## src/rtl/gpio_edge_pkg.sv

```systemverilog
`timescale 1ns/1ps
package gpio_edge_pkg;

  localparam int unsigned REG_IDX_W  = 3;
  localparam int unsigned BYTE_OFS_W = 2;

  // Register slot = byte offset / 4
  typedef enum logic [REG_IDX_W-1:0] {
    RIDX_DIR  = 3'd0,
    RIDX_ODE  = 3'd1,
    RIDX_DAT  = 3'd2,
    RIDX_EVT  = 3'd3,
    RIDX_MSK  = 3'd4,
    RIDX_CTL  = 3'd5,
    RIDX_IBE  = 3'd6,
    RIDX_NONE = 3'd7
  } reg_idx_e;

  localparam int unsigned REG_COUNT = 7;

endpackage

```

## src/rtl/gpio_rst_sync.sv

```systemverilog
`timescale 1ns/1ps
module gpio_rst_sync #(
  parameter int unsigned STAGES = 2
) (
  input  logic clk,
  input  logic rst_n,
  output logic rst_s_n
);

  logic [STAGES-1:0] chain_q;
  logic [STAGES-1:0] chain_d;

  always_comb begin
    chain_d = {chain_q[STAGES-2:0], 1'b1};
  end

  always_ff @(posedge clk or negedge rst_n) begin
    if (!rst_n) begin
      chain_q <= '0;
    end else begin
      chain_q <= chain_d;
    end
  end

  assign rst_s_n = chain_q[STAGES-1];

endmodule

```

## src/rtl/gpio_in_sync.sv

```systemverilog
`timescale 1ns/1ps
module gpio_in_sync #(
  parameter int unsigned LINES  = 32,
  parameter int unsigned STAGES = 2
) (
  input  logic             clk,
  input  logic             rst_n,
  input  logic [LINES-1:0] pad_in,
  input  logic [LINES-1:0] buf_en,
  output logic [LINES-1:0] pin_val,
  output logic [LINES-1:0] rise,
  output logic [LINES-1:0] fall
);

  logic [STAGES-1:0][LINES-1:0] stage_q;
  logic [STAGES-1:0][LINES-1:0] stage_d;
  logic [LINES-1:0]             held_q;
  logic [LINES-1:0]             held_d;
  logic [LINES-1:0]             gated;

  // Next state: shift the pad sample through the chain
  always_comb begin
    stage_d = {stage_q[STAGES-2:0], pad_in};
    gated   = stage_q[STAGES-1] & buf_en;
    held_d  = gated;
  end

  always_ff @(posedge clk or negedge rst_n) begin
    if (!rst_n) begin
      stage_q <= '0;
      held_q  <= '0;
    end else begin
      stage_q <= stage_d;
      held_q  <= held_d;
    end
  end

  assign pin_val = gated;
  assign rise    = gated & ~held_q;
  assign fall    = ~gated & held_q;

endmodule

```

## src/rtl/gpio_regbank.sv

```systemverilog
`timescale 1ns/1ps
module gpio_regbank
  import gpio_edge_pkg::*;
#(
  parameter int unsigned W = 32
) (
  input  logic     clk,
  input  logic     rst_n,
  input  logic     wr_en,
  input  reg_idx_e wr_idx,
  input  logic [W-1:0] wdata,
  output logic [W-1:0] dir_q,
  output logic [W-1:0] ode_q,
  output logic [W-1:0] dat_q,
  output logic [W-1:0] msk_q,
  output logic [W-1:0] ctl_q,
  output logic [W-1:0] ibe_q
);

  logic [W-1:0] dir_d, ode_d, dat_d, msk_d, ctl_d, ibe_d;
  logic         dir_ce, ode_ce, dat_ce, msk_ce, ctl_ce, ibe_ce;

  always_comb begin
    dir_ce = wr_en && (wr_idx == RIDX_DIR);
    ode_ce = wr_en && (wr_idx == RIDX_ODE);
    dat_ce = wr_en && (wr_idx == RIDX_DAT);
    msk_ce = wr_en && (wr_idx == RIDX_MSK);
    ctl_ce = wr_en && (wr_idx == RIDX_CTL);
    ibe_ce = wr_en && (wr_idx == RIDX_IBE);
    dir_d  = dir_ce ? wdata : dir_q;
    ode_d  = ode_ce ? wdata : ode_q;
    dat_d  = dat_ce ? wdata : dat_q;
    msk_d  = msk_ce ? wdata : msk_q;
    ctl_d  = ctl_ce ? wdata : ctl_q;
    ibe_d  = ibe_ce ? wdata : ibe_q;
  end

  always_ff @(posedge clk or negedge rst_n) begin
    if (!rst_n) begin
      dir_q <= '0;
      ode_q <= '0;
      dat_q <= '0;
      msk_q <= '0;
      ctl_q <= '0;
      ibe_q <= '0;
    end else begin
      dir_q <= dir_d;
      ode_q <= ode_d;
      dat_q <= dat_d;
      msk_q <= msk_d;
      ctl_q <= ctl_d;
      ibe_q <= ibe_d;
    end
  end

endmodule

```

## src/rtl/gpio_evt_latch.sv

```systemverilog
`timescale 1ns/1ps
module gpio_evt_latch #(
  parameter int unsigned W = 32
) (
  input  logic         clk,
  input  logic         rst_n,
  input  logic         clr_en,
  input  logic [W-1:0] clr_bits,
  input  logic [W-1:0] rise,
  input  logic [W-1:0] fall,
  input  logic [W-1:0] fall_only,
  output logic [W-1:0] evt_q,
  output logic [W-1:0] set_bits
);

  logic [W-1:0] kept;
  logic [W-1:0] evt_d;

  // A fresh capture is ORed in after the clear, so it survives a collision
  always_comb begin
    set_bits = fall | (rise & ~fall_only);
    kept     = clr_en ? (evt_q & ~clr_bits) : evt_q;
    evt_d    = kept | set_bits;
  end

  always_ff @(posedge clk or negedge rst_n) begin
    if (!rst_n) begin
      evt_q <= '0;
    end else begin
      evt_q <= evt_d;
    end
  end

endmodule

```

## src/rtl/gpio_edge_ctrl.sv

```systemverilog
`timescale 1ns/1ps
module gpio_edge_ctrl
  import gpio_edge_pkg::*;
#(
  parameter int unsigned LINES       = 32,
  parameter int unsigned ADDR_W      = 5,
  parameter int unsigned SYNC_STAGES = 2
) (
  input  logic              clk,
  input  logic              rst_n,
  input  logic              bus_wr_en,
  input  logic [ADDR_W-1:0] bus_addr,
  input  logic [LINES-1:0]  bus_wdata,
  output logic [LINES-1:0]  bus_rdata,
  input  logic [LINES-1:0]  pad_in,
  output logic [LINES-1:0]  pad_out,
  output logic [LINES-1:0]  pad_oe,
  output logic [LINES-1:0]  pad_od,
  output logic              irq
);

  localparam int unsigned WORD_W = ADDR_W - BYTE_OFS_W;

  logic              rst_s_n;
  logic [WORD_W-1:0] word_sel;
  logic              addr_ok;
  reg_idx_e          reg_sel;
  logic              evt_clr;

  logic [LINES-1:0] dir_r, ode_r, dat_r, msk_r, ctl_r, ibe_r, evt_r;
  logic [LINES-1:0] ibe_l, buf_l, rise_l, fall_l;
  logic [LINES-1:0] buf_r, rise_r, fall_r, set_r;

  gpio_rst_sync #(.STAGES(2)) u_rst (
    .clk     (clk),
    .rst_n   (rst_n),
    .rst_s_n (rst_s_n)
  );

  // Address decode
  always_comb begin
    word_sel = bus_addr[ADDR_W-1:BYTE_OFS_W];
    addr_ok  = (bus_addr[BYTE_OFS_W-1:0] == '0) &&
               (word_sel < WORD_W'(REG_COUNT));
    reg_sel  = addr_ok ? reg_idx_e'(word_sel[REG_IDX_W-1:0]) : RIDX_NONE;
    evt_clr  = bus_wr_en && (reg_sel == RIDX_EVT);
  end

  gpio_regbank #(.W(LINES)) u_regs (
    .clk    (clk),
    .rst_n  (rst_s_n),
    .wr_en  (bus_wr_en),
    .wr_idx (reg_sel),
    .wdata  (bus_wdata),
    .dir_q  (dir_r),
    .ode_q  (ode_r),
    .dat_q  (dat_r),
    .msk_q  (msk_r),
    .ctl_q  (ctl_r),
    .ibe_q  (ibe_r)
  );

  // Line index n <-> register bit LINES-1-n
  for (genvar n = 0; n < LINES; n++) begin : g_swap
    assign ibe_l[n]              = ibe_r[LINES-1-n];
    assign buf_r[LINES-1-n]      = buf_l[n];
    assign rise_r[LINES-1-n]     = rise_l[n];
    assign fall_r[LINES-1-n]     = fall_l[n];
    assign pad_out[n]            = dat_r[LINES-1-n];
    assign pad_oe[n]             = dir_r[LINES-1-n];
    assign pad_od[n]             = ode_r[LINES-1-n];
  end

  gpio_in_sync #(.LINES(LINES), .STAGES(SYNC_STAGES)) u_sync (
    .clk     (clk),
    .rst_n   (rst_s_n),
    .pad_in  (pad_in),
    .buf_en  (ibe_l),
    .pin_val (buf_l),
    .rise    (rise_l),
    .fall    (fall_l)
  );

  gpio_evt_latch #(.W(LINES)) u_evt (
    .clk       (clk),
    .rst_n     (rst_s_n),
    .clr_en    (evt_clr),
    .clr_bits  (bus_wdata),
    .rise      (rise_r),
    .fall      (fall_r),
    .fall_only (ctl_r),
    .evt_q     (evt_r),
    .set_bits  (set_r)
  );

  // Read mux
  always_comb begin
    unique case (reg_sel)
      RIDX_DIR: bus_rdata = dir_r;
      RIDX_ODE: bus_rdata = ode_r;
      RIDX_DAT: bus_rdata = (dat_r & dir_r) | (buf_r & ~dir_r);
      RIDX_EVT: bus_rdata = evt_r;
      RIDX_MSK: bus_rdata = msk_r;
      RIDX_CTL: bus_rdata = ctl_r;
      RIDX_IBE: bus_rdata = ibe_r;
      default:  bus_rdata = '0;
    endcase
  end

  assign irq = |(evt_r & msk_r);

endmodule

```

## config.mk

```make
export PLATFORM = sky130hd
export DESIGN_NAME = gpio_edge_ctrl
export DESIGN_NICKNAME = d
export VERILOG_FILES = /design/src/rtl/gpio_edge_pkg.sv /design/src/rtl/gpio_rst_sync.sv /design/src/rtl/gpio_in_sync.sv /design/src/rtl/gpio_regbank.sv /design/src/rtl/gpio_evt_latch.sv /design/src/rtl/gpio_edge_ctrl.sv
export SDC_FILE = /design/constraint.sdc
export NUM_CORES = 1
export LEC_CHECK = 0
export BUFFER_PORTS_ARGS = -buffer_cell sky130_fd_sc_hd__buf_4
export CORE_MARGIN = 5
export CORE_UTILIZATION = 51
export CTS_CLUSTER_DIAMETER = 30
export DETAILED_ROUTE_END_ITERATION = 7
export GPL_TIMING_DRIVEN = 0
export PLACE_DENSITY = 0.87
export SYNTH_ARGS = -nofsm -noshare
export SYNTH_HDL_FRONTEND = slang
export SYNTH_SLANG_ARGS = --single-unit
```

## constraint.sdc

```tcl
create_clock -name clk -period 9.2 [get_ports clk]
set_clock_uncertainty 0.05 [all_clocks]
set_input_delay 1.84 -clock clk [delete_from_list [all_inputs] [get_ports clk]]
set_output_delay 1.84 -clock clk [all_outputs]
set_load 0.01 [all_outputs]
```

==> metrics.csv <==
stage,metric,value,unit
clock_network,clock transition at the registers of the reported paths,0.05,ns
route,Vias/cell,6.35,
power_and_ir_drop,power per cell area,264,nW/um^2
synthesis,Syn Area/Cell,13.1,um^2
route,drt initial violations,1268,
route,Pre-Repair DR Iteration Count,7,
route,total number of vias,10700,
job,Max Cap Viol,0,
sta,slew margin rel.,0.424,
die,chip height,173,um
worst_hold_path,Hold EP,u_sync.stage_q[54],
global_route,vias in the first global route,11300,
clock_network,root buf cell,clkbuf_16,
sta,Hold WS,0.289,ns
setup_path,CP arrival,4.04,ns
worst_hold_path,worst min path class,reg2reg,
clock_network,clk buf depth,3,
sta,final total negative setup slack,0,ns
clock_network,total CTS buffers,60,
clock_network,CTS tree,done,
synthesis,"Seq/Total Area, Yosys",0.594,
synthesis,number of flops mapped to enable cells by yosys,0,
setup_path,FF-to-FF setup slack,7.55,ns
placed_design,HPWL after DPL,27900,um
synthesis,ys flop type,dfrtp_1,
die,full die area,30000,um^2
sta,period utilization,0.645,
sta,setup violators final,0,
setup_path,type of the worst setup path,in2out,
clock_network,post_cts resized,0,
sta,RSZ-0062 raised after global routing,no,
setup_path,crit end category,output pin,
die,num rows,59,
route,DRC Markers,0,
sta,Max Slew Vio Count,0,
sta,minimum clock period,5.93,ns
die,Initial Util,0.519,
synthesis,Synth Warn #,0,
die,Die X,173,um
synthesis,top cell type's share of synthesized area,0.594,
run_status,outcome,"finished, final reports clean",
global_route,met1 usage,0.343,
finish,nets,1371,
clock_network,Post-CTS Setup Repair Bufs,0,
finish,Layout Cells excl Fill,1684,
sta,maximum clock rate,169,MHz
finish,Reg area,8060,um^2
global_route,largest net degree at the start of global routing,73,
global_route,met3 Use GR,0.0869,
clock_network,Worst-Skew Late Latency,0.56,ns
route,final WL,42900,um
synthesis,Synth Cell Area,13600,um^2
placed_design,GPL Wtd Cong,0.954,
global_route,gr busiest metal,met2,
global_route,All-Layer GR Usage,0.277,
die,I/O pins,201,
sta,Worst-Margin Slew,0.864,ns
clock_network,Post-CTS Hold Fix Bufs,0,
global_route,Overflow after GRT,0,
power_and_ir_drop,Power Total,4.65,mW
synthesis,Post-Syn Instances,1033,
clock_network,H-tree Lvls,2,
synthesis,cell with the most instances after synthesis,dfrtp_1,
synthesis,Synth Register Bits,322,
global_route,antenna violations before repair,5,
route,remaining antenna violation count,0,
setup_path,worst path required time,7.31,ns
synthesis,"FFs w/ async S/R, synth",1.00,
setup_path,CP startpoint kind,input port,
route,DR WL/cell,25.5,um
placed_design,Placement Cell Area,15600,um^2
power_and_ir_drop,Peak VDD IR,0.000161,V
finish,Layout Cell Area excl Fill,17700,um^2
clock_network,CTS Sinks,322,
setup_path,cell count of the worst reg-to-reg path,2,
die,core area,26100,um^2
finish,fillers,1776,
setup_path,reg2reg start,u_rst.chain_q[1],
finish,share of layout cells above drive strength 1,0.371,
placed_design,Inst Count DP,1572,
setup_path,Reg-to-Reg End,u_sync.stage_d[43],
worst_hold_path,hold path start,u_sync.stage_d[54],
finish,Multi-input gate area,5070,um^2
sta,Final Hold Viols,0,
synthesis,Synth top cells by count,"dfrtp_1, mux2_2, nand2_1, a221o_1, mux2_1",
synthesis,largest cells by area after synthesis,"dfrtp_1, mux2_2, a221o_1",
placed_design,port bufs,200,
power_and_ir_drop,Leakage,8.16,nW
finish,Synth-to-Final Area Change,30.2,%
worst_hold_path,Worst Hold Path Cells,0,
global_route,GR Util met2,0.437,
setup_path,worst-path fanout max,10,
global_route,first-pass GRT wire length,65400,um
synthesis,number of library cell types mapped by synthesis,32,
synthesis,Synth area leader,dfrtp_1,
synthesis,Post-Syn Nets,1105,
==> kinds of logic after synthesis <==
family	synth area share
AOI/OAI and AO/OA	0.118
buffers and inverters	0.0318
and+or+nand+nor	0.0722
muxes	0.184
DFF	0.594
other	0.000276
==> cells in the final DEF (no fill, tap or decap), types with 2 or more instances in the layout <==
master,Yosys,layout
nor3_1,32,32
inv_6,0,4
nand4_1,4,4
nor3_2,2,2
mux2i_1,33,33
a32oi_1,31,31
nand2_1,67,67
clkbuf_8,0,11
clkinv_2,0,4
buf_2,18,18
diode_2,0,3
clkinv_4,0,8
clkinvlp_4,0,10
o21ai_0,33,33
nand3_1,2,2
buf_1,4,4
dfrtp_1,322,321
nor2b_1,33,33
a22oi_1,16,16
buf_16,0,4
inv_1,33,33
bufinv_16,0,5
buf_4,9,209
nor2_1,5,5
a21oi_1,33,33
nand3b_1,31,31
mux2_1,35,35
a221o_1,63,63
a31oi_1,2,2
clkbuf_1,27,33
clkbuf_16,0,61
mux2_2,157,157
buf_6,3,3
o211ai_1,31,31
==> flip-flops by register name, indices dropped and copies added (netlist names) <==
register	cells
u_evt.evt_q	32
u_sync.stage_d	32
u_regs.dat_q	32
u_regs.dir_q	32
u_regs.msk_q	32
u_sync.held_q	32
u_regs.ctl_q	32
u_rst.chain_q	2
u_regs.ibe_q	32
u_sync.stage_q	32
u_regs.ode_q	32
==> critical path, cell delays in order <==
cell      delay [ns]
buf_4           0.12
or3_1           0.35
buf_2           0.22
nor3_4          0.29
clkbuf_1        0.70
a221o_1         0.37
buf_4           0.15
==> metal layers <==
metal,wire length [um],vias to the layer above,share of wire
li1,-,4405,-
met1,15500,5374,0.36
met2,20100,743,0.47
met3,5070,159,0.12
met4,2100,4,0.049
met5,28,-,0.00065
==> stage by stage <==
step / util / worst slack [ns]
5_1_grt: 0.676 / 3.31
6_report: 0.676 / 3.27
4_1_cts: 0.675 / 3.46
3_3_place_gp: 0.593 / 2.15
3_5_place_dp: 0.597 / 3.47
2_1_floorplan: - / 3.88
==> layout make-up <==
type                       count  share of cell area
sequential                   322               0.457
multi-input combinational    617               0.287
clock buffer                  78              0.0963
timing repair buffer         204              0.0913
tap                          335              0.0237
clock inverter                31              0.0198
buffer                        61              0.0174
inverter                      33             0.00702
antenna                        3            0.000425
==> report_power, final <==
group / switching [mW] / internal, mW
combinational: 0.299 / 0.329
sequential: 0.219 / 1.63
clock: 0.741 / 1.44
total: 1.26 / 3.40
==> worst max-delay path by stage <==
stage                          start                to  slack (ns)  cells after the start
finish                   bus_addr[1]      bus_rdata[0]        3.27                      7
global route             bus_addr[1]      bus_rdata[0]        3.31                      7
CTS                      bus_addr[1]      bus_rdata[0]        3.46                      7
detailed placement       bus_addr[1]      bus_rdata[0]        3.47                      7
global placement    u_rst.chain_q[1]  u_regs.dir_q[16]        2.15                      0
floorplan           u_rst.chain_q[1]    u_evt.evt_q[0]        3.88                      0
(Power assumes the default switching activity.)
